$ cat config.mk
export PLATFORM = sky130hd
export DESIGN_NAME = sd_bitstream_sampler
export DESIGN_NICKNAME = d
export VERILOG_FILES = /design/src/rtl/sd_bitstream_sampler.sv
export SDC_FILE = /design/constraint.sdc
export NUM_CORES = 1
export LEC_CHECK = 0
export BUFFER_PORTS_ARGS = -buffer_cell sky130_fd_sc_hd__clkbuf_2
export CAP_MARGIN = 40
export CORE_MARGIN = 4
export CORE_UTILIZATION = 44
export DETAILED_ROUTE_END_ITERATION = 8
export HOLD_SLACK_MARGIN = 0.1
export MAX_ROUTING_LAYER = met4
export PLACE_DENSITY = 0.56
export SKIP_LAST_GASP = 1
export SLEW_MARGIN = 0
export SYNTH_ARGS = -nofsm -noshare
export SYNTH_HDL_FRONTEND = slang
export SYNTH_SLANG_ARGS = --single-unit
$ cat constraint.sdc
create_clock -name clk -period 9.3 [get_ports clk]
set_clock_uncertainty 0.05 [all_clocks]
set_input_delay 1.86 -clock clk [delete_from_list [all_inputs] [get_ports clk]]
set_output_delay 1.86 -clock clk [all_outputs]
set_load 0.02 [all_outputs]
$ cat src/rtl/sd_bitstream_sampler.sv
module sd_bitstream_sampler #(
  parameter int SYNC_STAGES = 2,
  parameter int LOSS_LIMIT  = 255,
  parameter int HALF_W      = 8
) (
  input  logic       clk,
  input  logic       rst_n,
  input  logic       mod_clk_i,
  input  logic       mod_dat_i,
  input  logic [2:0] mode_i,
  input  logic       clk_sync_en_i,
  input  logic       dat_sync_en_i,
  input  logic       err_clr_i,
  output logic       bit_o,
  output logic       bit_vld_o,
  output logic       clk_err_o
);

  localparam int LOSS_W = $clog2(LOSS_LIMIT + 1);
  localparam int CNT_W  = HALF_W + 2;
  localparam logic [LOSS_W-1:0] LOSS_LAST = LOSS_W'(LOSS_LIMIT - 1);
  localparam logic [CNT_W-1:0]  HALF_MAX  = CNT_W'((1 << HALF_W) - 1);

  typedef enum logic [1:0] {M_IDLE, M_MEAS, M_RUN} man_st_t;

  logic [SYNC_STAGES-1:0] ck_pipe, dt_pipe;
  logic ck_s, dt_s, ck_q, dt_q;
  logic rise, fall, dt_edge;
  logic [2:0] mode_q;
  logic phase, clk_cap, clocked;
  man_st_t man_st;
  logic man_on, man_emit;
  logic [CNT_W-1:0] man_cnt;
  logic [HALF_W-1:0] half;
  logic [CNT_W:0] cnt_x2, quiet_at;
  logic [LOSS_W-1:0] loss_cnt;

  // input synchronisers
  always_ff @(posedge clk or negedge rst_n) begin
    if (!rst_n) begin
      ck_pipe <= '0;
      dt_pipe <= '0;
      ck_q    <= 1'b0;
      dt_q    <= 1'b0;
    end else begin
      ck_pipe <= {ck_pipe[SYNC_STAGES-2:0], mod_clk_i};
      dt_pipe <= {dt_pipe[SYNC_STAGES-2:0], mod_dat_i};
      ck_q    <= ck_s;
      dt_q    <= dt_s;
    end
  end

  assign ck_s    = clk_sync_en_i ? ck_pipe[SYNC_STAGES-1] : mod_clk_i;
  assign dt_s    = dat_sync_en_i ? dt_pipe[SYNC_STAGES-1] : mod_dat_i;
  assign rise    = ck_s & ~ck_q;
  assign fall    = ~ck_s & ck_q;
  assign dt_edge = dt_s ^ dt_q;
  assign clocked = (mode_i != 3'd2) && (mode_i[2:1] != 2'b11);

  // clock-edge capture modes
  always_comb begin
    case (mode_i)
      3'd0:    clk_cap = rise;
      3'd1:    clk_cap = rise | fall;
      3'd3:    clk_cap = fall;
      3'd4:    clk_cap = rise & phase;
      3'd5:    clk_cap = fall & phase;
      default: clk_cap = 1'b0;
    endcase
  end

  always_ff @(posedge clk or negedge rst_n) begin
    if (!rst_n) begin
      mode_q <= 3'd0;
      phase  <= 1'b0;
    end else begin
      mode_q <= mode_i;
      if (mode_i != mode_q)
        phase <= 1'b0;
      else if ((mode_i == 3'd4 && rise) || (mode_i == 3'd5 && fall))
        phase <= ~phase;
    end
  end

  // Manchester recovery
  assign man_on   = (mode_i == 3'd2);
  assign cnt_x2   = {man_cnt, 1'b0};
  assign quiet_at = {2'b00, half, 1'b0} + {3'b000, half};
  assign man_emit = man_on && dt_edge &&
                    (man_st == M_IDLE || (man_st == M_RUN && cnt_x2 >= quiet_at));

  always_ff @(posedge clk or negedge rst_n) begin
    if (!rst_n) begin
      man_st  <= M_IDLE;
      man_cnt <= '0;
      half    <= '0;
    end else if (!man_on) begin
      man_st  <= M_IDLE;
      man_cnt <= '0;
    end else begin
      case (man_st)
        M_IDLE: if (dt_edge) begin
          man_st  <= M_MEAS;
          man_cnt <= CNT_W'(1);
        end
        M_MEAS: if (dt_edge) begin
          half    <= man_cnt[HALF_W-1:0];
          man_st  <= M_RUN;
          man_cnt <= man_cnt + 1'b1;
        end else if (man_cnt == HALF_MAX) begin
          man_st <= M_IDLE;
        end else begin
          man_cnt <= man_cnt + 1'b1;
        end
        M_RUN: if (man_emit) begin
          man_cnt <= CNT_W'(1);
        end else if ({1'b0, man_cnt} >= quiet_at) begin
          man_st <= M_IDLE;
        end else begin
          man_cnt <= man_cnt + 1'b1;
        end
        default: man_st <= M_IDLE;
      endcase
    end
  end

  // output register
  always_ff @(posedge clk or negedge rst_n) begin
    if (!rst_n) begin
      bit_o     <= 1'b0;
      bit_vld_o <= 1'b0;
    end else begin
      bit_vld_o <= clk_cap | man_emit;
      if (clk_cap | man_emit) bit_o <= dt_s;
    end
  end

  // clock-loss watchdog
  always_ff @(posedge clk or negedge rst_n) begin
    if (!rst_n) begin
      loss_cnt  <= '0;
      clk_err_o <= 1'b0;
    end else if (err_clr_i) begin
      loss_cnt  <= '0;
      clk_err_o <= 1'b0;
    end else if (!clocked || rise || fall) begin
      loss_cnt <= '0;
    end else begin
      if (loss_cnt == LOSS_LAST) clk_err_o <= 1'b1;
      else loss_cnt <= loss_cnt + 1'b1;
    end
  end

  assert_rise_only_R1: assert property (@(posedge clk) disable iff (!rst_n)
    (bit_vld_o && $past(mode_i) == 3'd0) |-> ck_q);

  assert_fall_only_R3: assert property (@(posedge clk) disable iff (!rst_n)
    (bit_vld_o && $past(mode_i) == 3'd3) |-> !ck_q);

  assert_reserved_quiet_R8: assert property (@(posedge clk) disable iff (!rst_n)
    (mode_i[2:1] == 2'b11) |=> !bit_vld_o);

  assert_err_sticky_R9: assert property (@(posedge clk) disable iff (!rst_n)
    (clk_err_o && !err_clr_i) |=> clk_err_o);

  assert_err_clear_R10: assert property (@(posedge clk) disable iff (!rst_n)
    err_clr_i |=> !clk_err_o);

endmodule

# Word-level counts from Yosys, hierarchy flattened

Index checks and enable logic that the tools add are counted.

Flip-flop bits (word level): 41
Input port bits: 10
Output and inout port bits: 3
Logic and storage cells: 93

$add $sub $neg: 3
Order comparisons: 2
Eq/ne operators: 21
Mux-type cells: 25
Bitwise operators: 10
Reduce and logical (&&, ||, !) cells: 19

Operator list:

| operator                                                         | count |
|---|---|
| 10-bit 2-to-1 mux                                                | 6 |
| 10-bit one-hot mux with 3 select lines                           | 1 |
| 8-bit 2-to-1 mux                                                 | 3 |
| 2-bit 2-to-1 mux                                                 | 6 |
| 4-bit != test, second input constant                             | 3 |
| 11-bit by 10-bit >= comparator with 1-bit output                 | 1 |
| 10-bit by 1-bit adder with 10-bit output, second input constant  | 1 |
| 9-bit by 8-bit adder with 10-bit output                          | 1 |
| 10-bit by 8-bit == test with 1-bit output, second input constant | 1 |
| 10-bit >= comparator                                             | 1 |
| 3-bit != test, second input constant                             | 3 |
| 8-bit by 1-bit adder with 8-bit output, second input constant    | 1 |
| 8-bit == test, second input constant                             | 1 |
| 4-bit AND reduction                                              | 2 |
| 1-bit 2-to-1 mux                                                 | 7 |
| 3-bit by 2-bit == test with 1-bit output, second input constant  | 2 |
| 3-bit == test, second input constant                             | 2 |
| 1-bit logical AND                                                | 6 |
| 3-bit by 2-bit != test with 1-bit output, second input constant  | 2 |
| 2-bit one-hot mux with 3 select lines                            | 1 |
| 1-bit one-hot mux with 5 select lines                            | 1 |
| 1-bit AND                                                        | 4 |
| 1-bit logical OR                                                 | 4 |
| 2-bit != test, second input constant                             | 2 |
| other kinds (14)                                                 | 18 |

# Depth between registers and ports, before layout

Depth after elaboration: 8
Mapped depth: 17
Depth with buffers taken out: 16

# Worst setup path before layout

Ideal clock, no wire load.

Path type: input-to-reg
From: input port mode_i[0]
To: register man_cnt[3]
Library setup time: 126 ps
Data arrival time: 3868 ps
Data required time: 9124 ps
Setup slack: 5256 ps
Stages: 8
Path buffers: 2
Path through: clkbuf_1 -> nor3b_1 -> o211ai_1 -> a31oi_2 -> o21ai_1 -> and2_4 -> buf_6 -> a221o_1

Longest elaborated chain between the ends: 6
Elaborated cells on any way between the ends: 11
Classes of those cells: 5 x eq/ne; 3 x mux; 3 x reduce/logical

Ends and longest elaborated chain:

| what                                         | line | text |
|---|---|---|
| from (decl)                                  | 10   | `input logic [2:0] mode_i,` |
| 3-bit by 2-bit == test with 1-bit output (*) | 86   | `assign man_on = (mode_i == 3'd2);` |
| 1-bit logical AND (2 in a row)               | 89   | `assign man_emit = man_on && dt_edge &&` |
| 10-bit 2-to-1 mux                            | 115  | `M_RUN: if (man_emit) begin` |
| 10-bit one-hot mux with 3 select lines       | 101  | `case (man_st)` |
| 10-bit 2-to-1 mux                            | 97   | `end else if (!man_on) begin` |
| to (signal assigned)                         | 109  | `man_cnt <= man_cnt + 1'b1;` |
| to (signal assigned)                         | 113  | `man_cnt <= man_cnt + 1'b1;` |
| to (signal assigned)                         | 120  | `man_cnt <= man_cnt + 1'b1;` |
| to (decl)                                    | 33   | `logic [CNT_W-1:0] man_cnt;` |

Mark *: on every way between the ends. The rest lies on a longest branch, timed or not.
A chain may end at the register's enable or synchronous reset.

# Worst setup path in the final report

From: register half[0]
To: register man_cnt[9]

Longest elaborated chain between the ends: 8
Elaborated cells on any way between the ends: 11
Classes of those cells: 1 x add/sub; 2 x order compare; 1 x eq/ne; 3 x mux; 4 x reduce/logical

Ends and longest elaborated chain:

| what                                             | line | text |
|---|---|---|
| from (decl)                                      | 34   | `logic [HALF_W-1:0] half;` |
| from (signal assigned)                           | 107  | `half <= man_cnt[HALF_W-1:0];` |
| 9-bit by 8-bit adder with 10-bit output (*)      | 88   | `assign quiet_at = {2'b00, half, 1'b0} + {3'b000, half};` |
| 11-bit by 10-bit >= comparator with 1-bit output | 90   | `(man_st == M_IDLE \|\| (man_st == M_RUN && cnt_x2 >= quiet_at));` |
| 1-bit logical AND                                | 90   |  |
| 1-bit logical OR                                 | 90   |  |
| 1-bit logical AND                                | 89   |  |
| 10-bit 2-to-1 mux                                | 115  |  |
| 10-bit one-hot mux with 3 select lines           | 101  |  |
| 10-bit 2-to-1 mux                                | 97   |  |

Marks and branches as above.

==> metrics.txt <==
WL/cell=about 14 µm; syn_nets=approximately 340; sequential element share of the synthesized area=between 30% and 40%; clock buffer count from CTS=5; Pwr per Cell Area=~120 nW/µm²; post-route ant nets=0; f_max=~250 MHz; Clock Pin Slew Worst Setup and Hold Paths=roughly 0.080 ns; worst-skew pair later-pin latency=0.29 ns; clock net sink count=41; dpl cells=379; max-slew violations=0; CTS Hold Bufs=0; vias per cell=around 5.5; TritonRoute pass-1 iters=4; Detailed Place HPWL=around 4200 µm; Mapped Cells=between 300 and 400; Die Span Y=around 90 µm; Post-CTS Setup Inserts=0; Initial Utilization=between 40% and 50%; WL final=between 5000 and 6000 µm; Switching Fraction=a little under a quarter; top-level I/O count=13; quantity of I/O buffers inserted on ports=12; Hold Vio Cnt, Final=0; Tcrit/Tclk final=between 40% and 50%; non-filler cells in the finished layout=approximately 390; Crit path largest cell delay=between 0.5 and 0.6 ns; core box area=about 6300 µm²; CTS resizes=0; multi-input combinational cell area=1670 µm²; RSZ-0062 raised after global routing=no; setup TNS=0 ns; WP data arrival=approximately 4.2 ns; Synth async-reset ratio=100%; Finished Core Util=48.6%; max cap viols=0; Worst Setup Start Kind=flop; clock share of power=a little under two fifths; Critical-path top delay cell=o21ai_1; Final Wtd Congestion=0.806; Hold Crit Class=reg -> reg; final setup vio count=0; Unique masters post-synth=between 60 and 70; Max-slew headroom=about three fifths; Synth Register Bits=41; CTS max path bufs=2; Top cell by count, worst path=ha_1; min Tclk post-route=about 4.0 ns; final worst slack=~5.3 ns; # DRC=0; Iteration-0 DRC Markers=~90; largest net degree at the start of global routing=24; number of synthesized flops with an enable pin=0; die area=between 7000 and 8000 µm²; CTS H-tree lvls=2; net switching power=~83 µW; CTS tree=built; Critical Setup Path Class=reg -> reg; Comb power frac=9.6%; fillers=about 600; Int Power=276 µW; P_leak=about 0.0014 µW; sequential group share of total power=between 50% and 60%; Synth-to-Final Area Change=7.50%; Root Driver=clkbuf_8; initial antenna violation count=0; FF/Latch Area=a little over 1000 µm²; overall global routing resource usage=around 16%; DIE WIDTH=roughly 89 µm; Post-Syn Area=2850 µm²; Ys Warns=0; Tightest Pin Transition=about 0.61 ns; first-pass GRT wire length=approximately 9700 µm; peak supply drop=0.0000852 V; Avg Inst Size Synth=about 9.5 µm²; Final #Nets=~350; share of cells above drive strength 1=13.2%; Congestion Overflow GR=0; vias in the first global route=2,055; critical path peak fanout=10; pre-CTS WS=around 5 ns; CP Cell Sequence=ha_1 > inv_1 > fa_1 > and2b_2 > o221ai_4 > nand2b_1 > a21o_1 > a21oi_1 > ha_1 > o31a_1 > o211ai_1 > a31oi_2 > o21ai_1 > nand2_1 > o311ai_0; FP Rows=29; Worst Path Required=~9.4 ns; top_reg_cell synth=dfrtp_1; CP Capture Type=flop; status=complete, no violations; Vias=~2,100; Antenna Cells=0
==> logic make-up (layout without fill, tap and decap cells) <==
kind of cell	Yosys count	in the layout	synth area share, %
AND/OR/NAND/NOR	89	89	15.8
flip-flops	41	41	35.9
buffers and inverters	35	44	5.52
multiplexers	10	10	3.77
XOR/XNOR	13	13	3.99
adder cells (fa/ha/maj)	30	30	13.2
AO/OA/AOI/OAI	83	83	21.7
==> layout by cell type, fill, tap and decap left out, types with 3 or more instances in the layout <==
cell type,n
xnor2_1,3
o2bb2ai_1,4
o22ai_1,4
a211oi_1,3
nor2_1,20
a21o_1,5
o211ai_1,3
or3_1,5
nand4_1,4
nor3_1,9
a21oi_1,9
nand3_1,12
and3_1,4
o21ai_0,17
mux2_2,6
clkbuf_8,5
a31oi_1,3
nand2_1,18
clkbuf_2,12
nand2b_1,4
xor2_1,10
mux2i_1,4
ha_1,27
inv_1,23
dfrtp_1,41
a21boi_0,3
==> power groups by stage <==
stage | Sequential [µW] | Combinational [µW] | Clock, µW
after floorplan | 192 | 19.5 | 0
after detailed placement | 190 | 35.1 | 0
final | 186 | 34.6 | 138
after global routing | 187 | 39.5 | 150
after global placement | 190 | 33.9 | 0
after CTS | 186 | 35.3 | 142
==> critical path: cells and delay by family (launching register included) <==
family,cells,cell delay [ns]
buf+inv,1,0.08
simple gates,3,0.45
flops,1,0.43
compound gates,8,2.16
fa+ha+maj,3,0.77
==> layout make-up <==
type,count,area share (%)
clock buffers,5,2.24
clock inverters,2,1.14
inverters,23,2.81
multi-input cells,225,54.4
flip-flops and latches,41,33.4
well taps,77,3.14
repair buffers,14,2.77
==> cell usage after synthesis, types with 6 or more instances <==
master | number | share of area (%)
xor2_1 | 10 | 3.1
dfrtp_1 | 41 | 36
mux2_2 | 6 | 2.4
nand2_1 | 18 | 2.4
nand3_1 | 12 | 2.1
clkbuf_1 | 6 | 0.79
a21oi_1 | 9 | 1.6
nor2_1 | 20 | 2.6
inv_1 | 23 | 3.0
nor3_1 | 9 | 1.6
ha_1 | 27 | 12
o21ai_0 | 17 | 3.0
==> layer usage <==
| layer | vias to the layer above | GRT usage (%) | share of wire (%) | routed length (µm) |
|---|---|---|---|---|
| li1 | 1113 | - | - | - |
| met1 | 992 | 22.7 | 52 | 2900 |
| met2 | 25 | 24.3 | 44 | 2470 |
| met3 | 7 | 2.79 | 2.3 | 129 |
| met4 | 0 | 5.08 | 1.5 | 85 |
| met5 | - | - | 0 | 0 |
==> path summary, 6_finish.rpt <==
kind | from | to | slack, ns | depth (start not counted)
max | half[0] | man_cnt[9] | 5.26 | 15
min | ck_pipe[0] | ck_pipe[1] | 0.30 | 0
max reg2reg | half[0] | man_cnt[9] | 5.26 | 15
min reg2reg | ck_pipe[0] | ck_pipe[1] | 0.30 | 0
max in group asynchronous | rst_n | half[0] | 7.24 | 2
min in group asynchronous | rst_n | half[6] | 1.46 | 1
==> registers in the layout, summed over array words and instances (netlist names) <==
register and cells:
man_cnt 10, half 8, loss_cnt 8, mode_q 3, ck_pipe 2, dt_pipe 2, man_st 2, bit_o 1
bit_vld_o 1, ck_q 1, clk_err_o 1, dt_q 1, phase 1
==> stage by stage <==
| step | area (µm²) | power (µW) | hold WS [ns] |
|---|---|---|---|
| after floorplan | 2850 | 211 | 0.281 |
| after global placement | 2940 | 224 | 0.282 |
| after detailed placement | 2960 | 225 | 0.295 |
| after CTS | 3060 | 364 | 0.302 |
| after global routing | 3070 | 376 | 0.314 |
| final | 3070 | 359 | 0.299 |
Note: power is estimated with default switching activity, not from simulation.
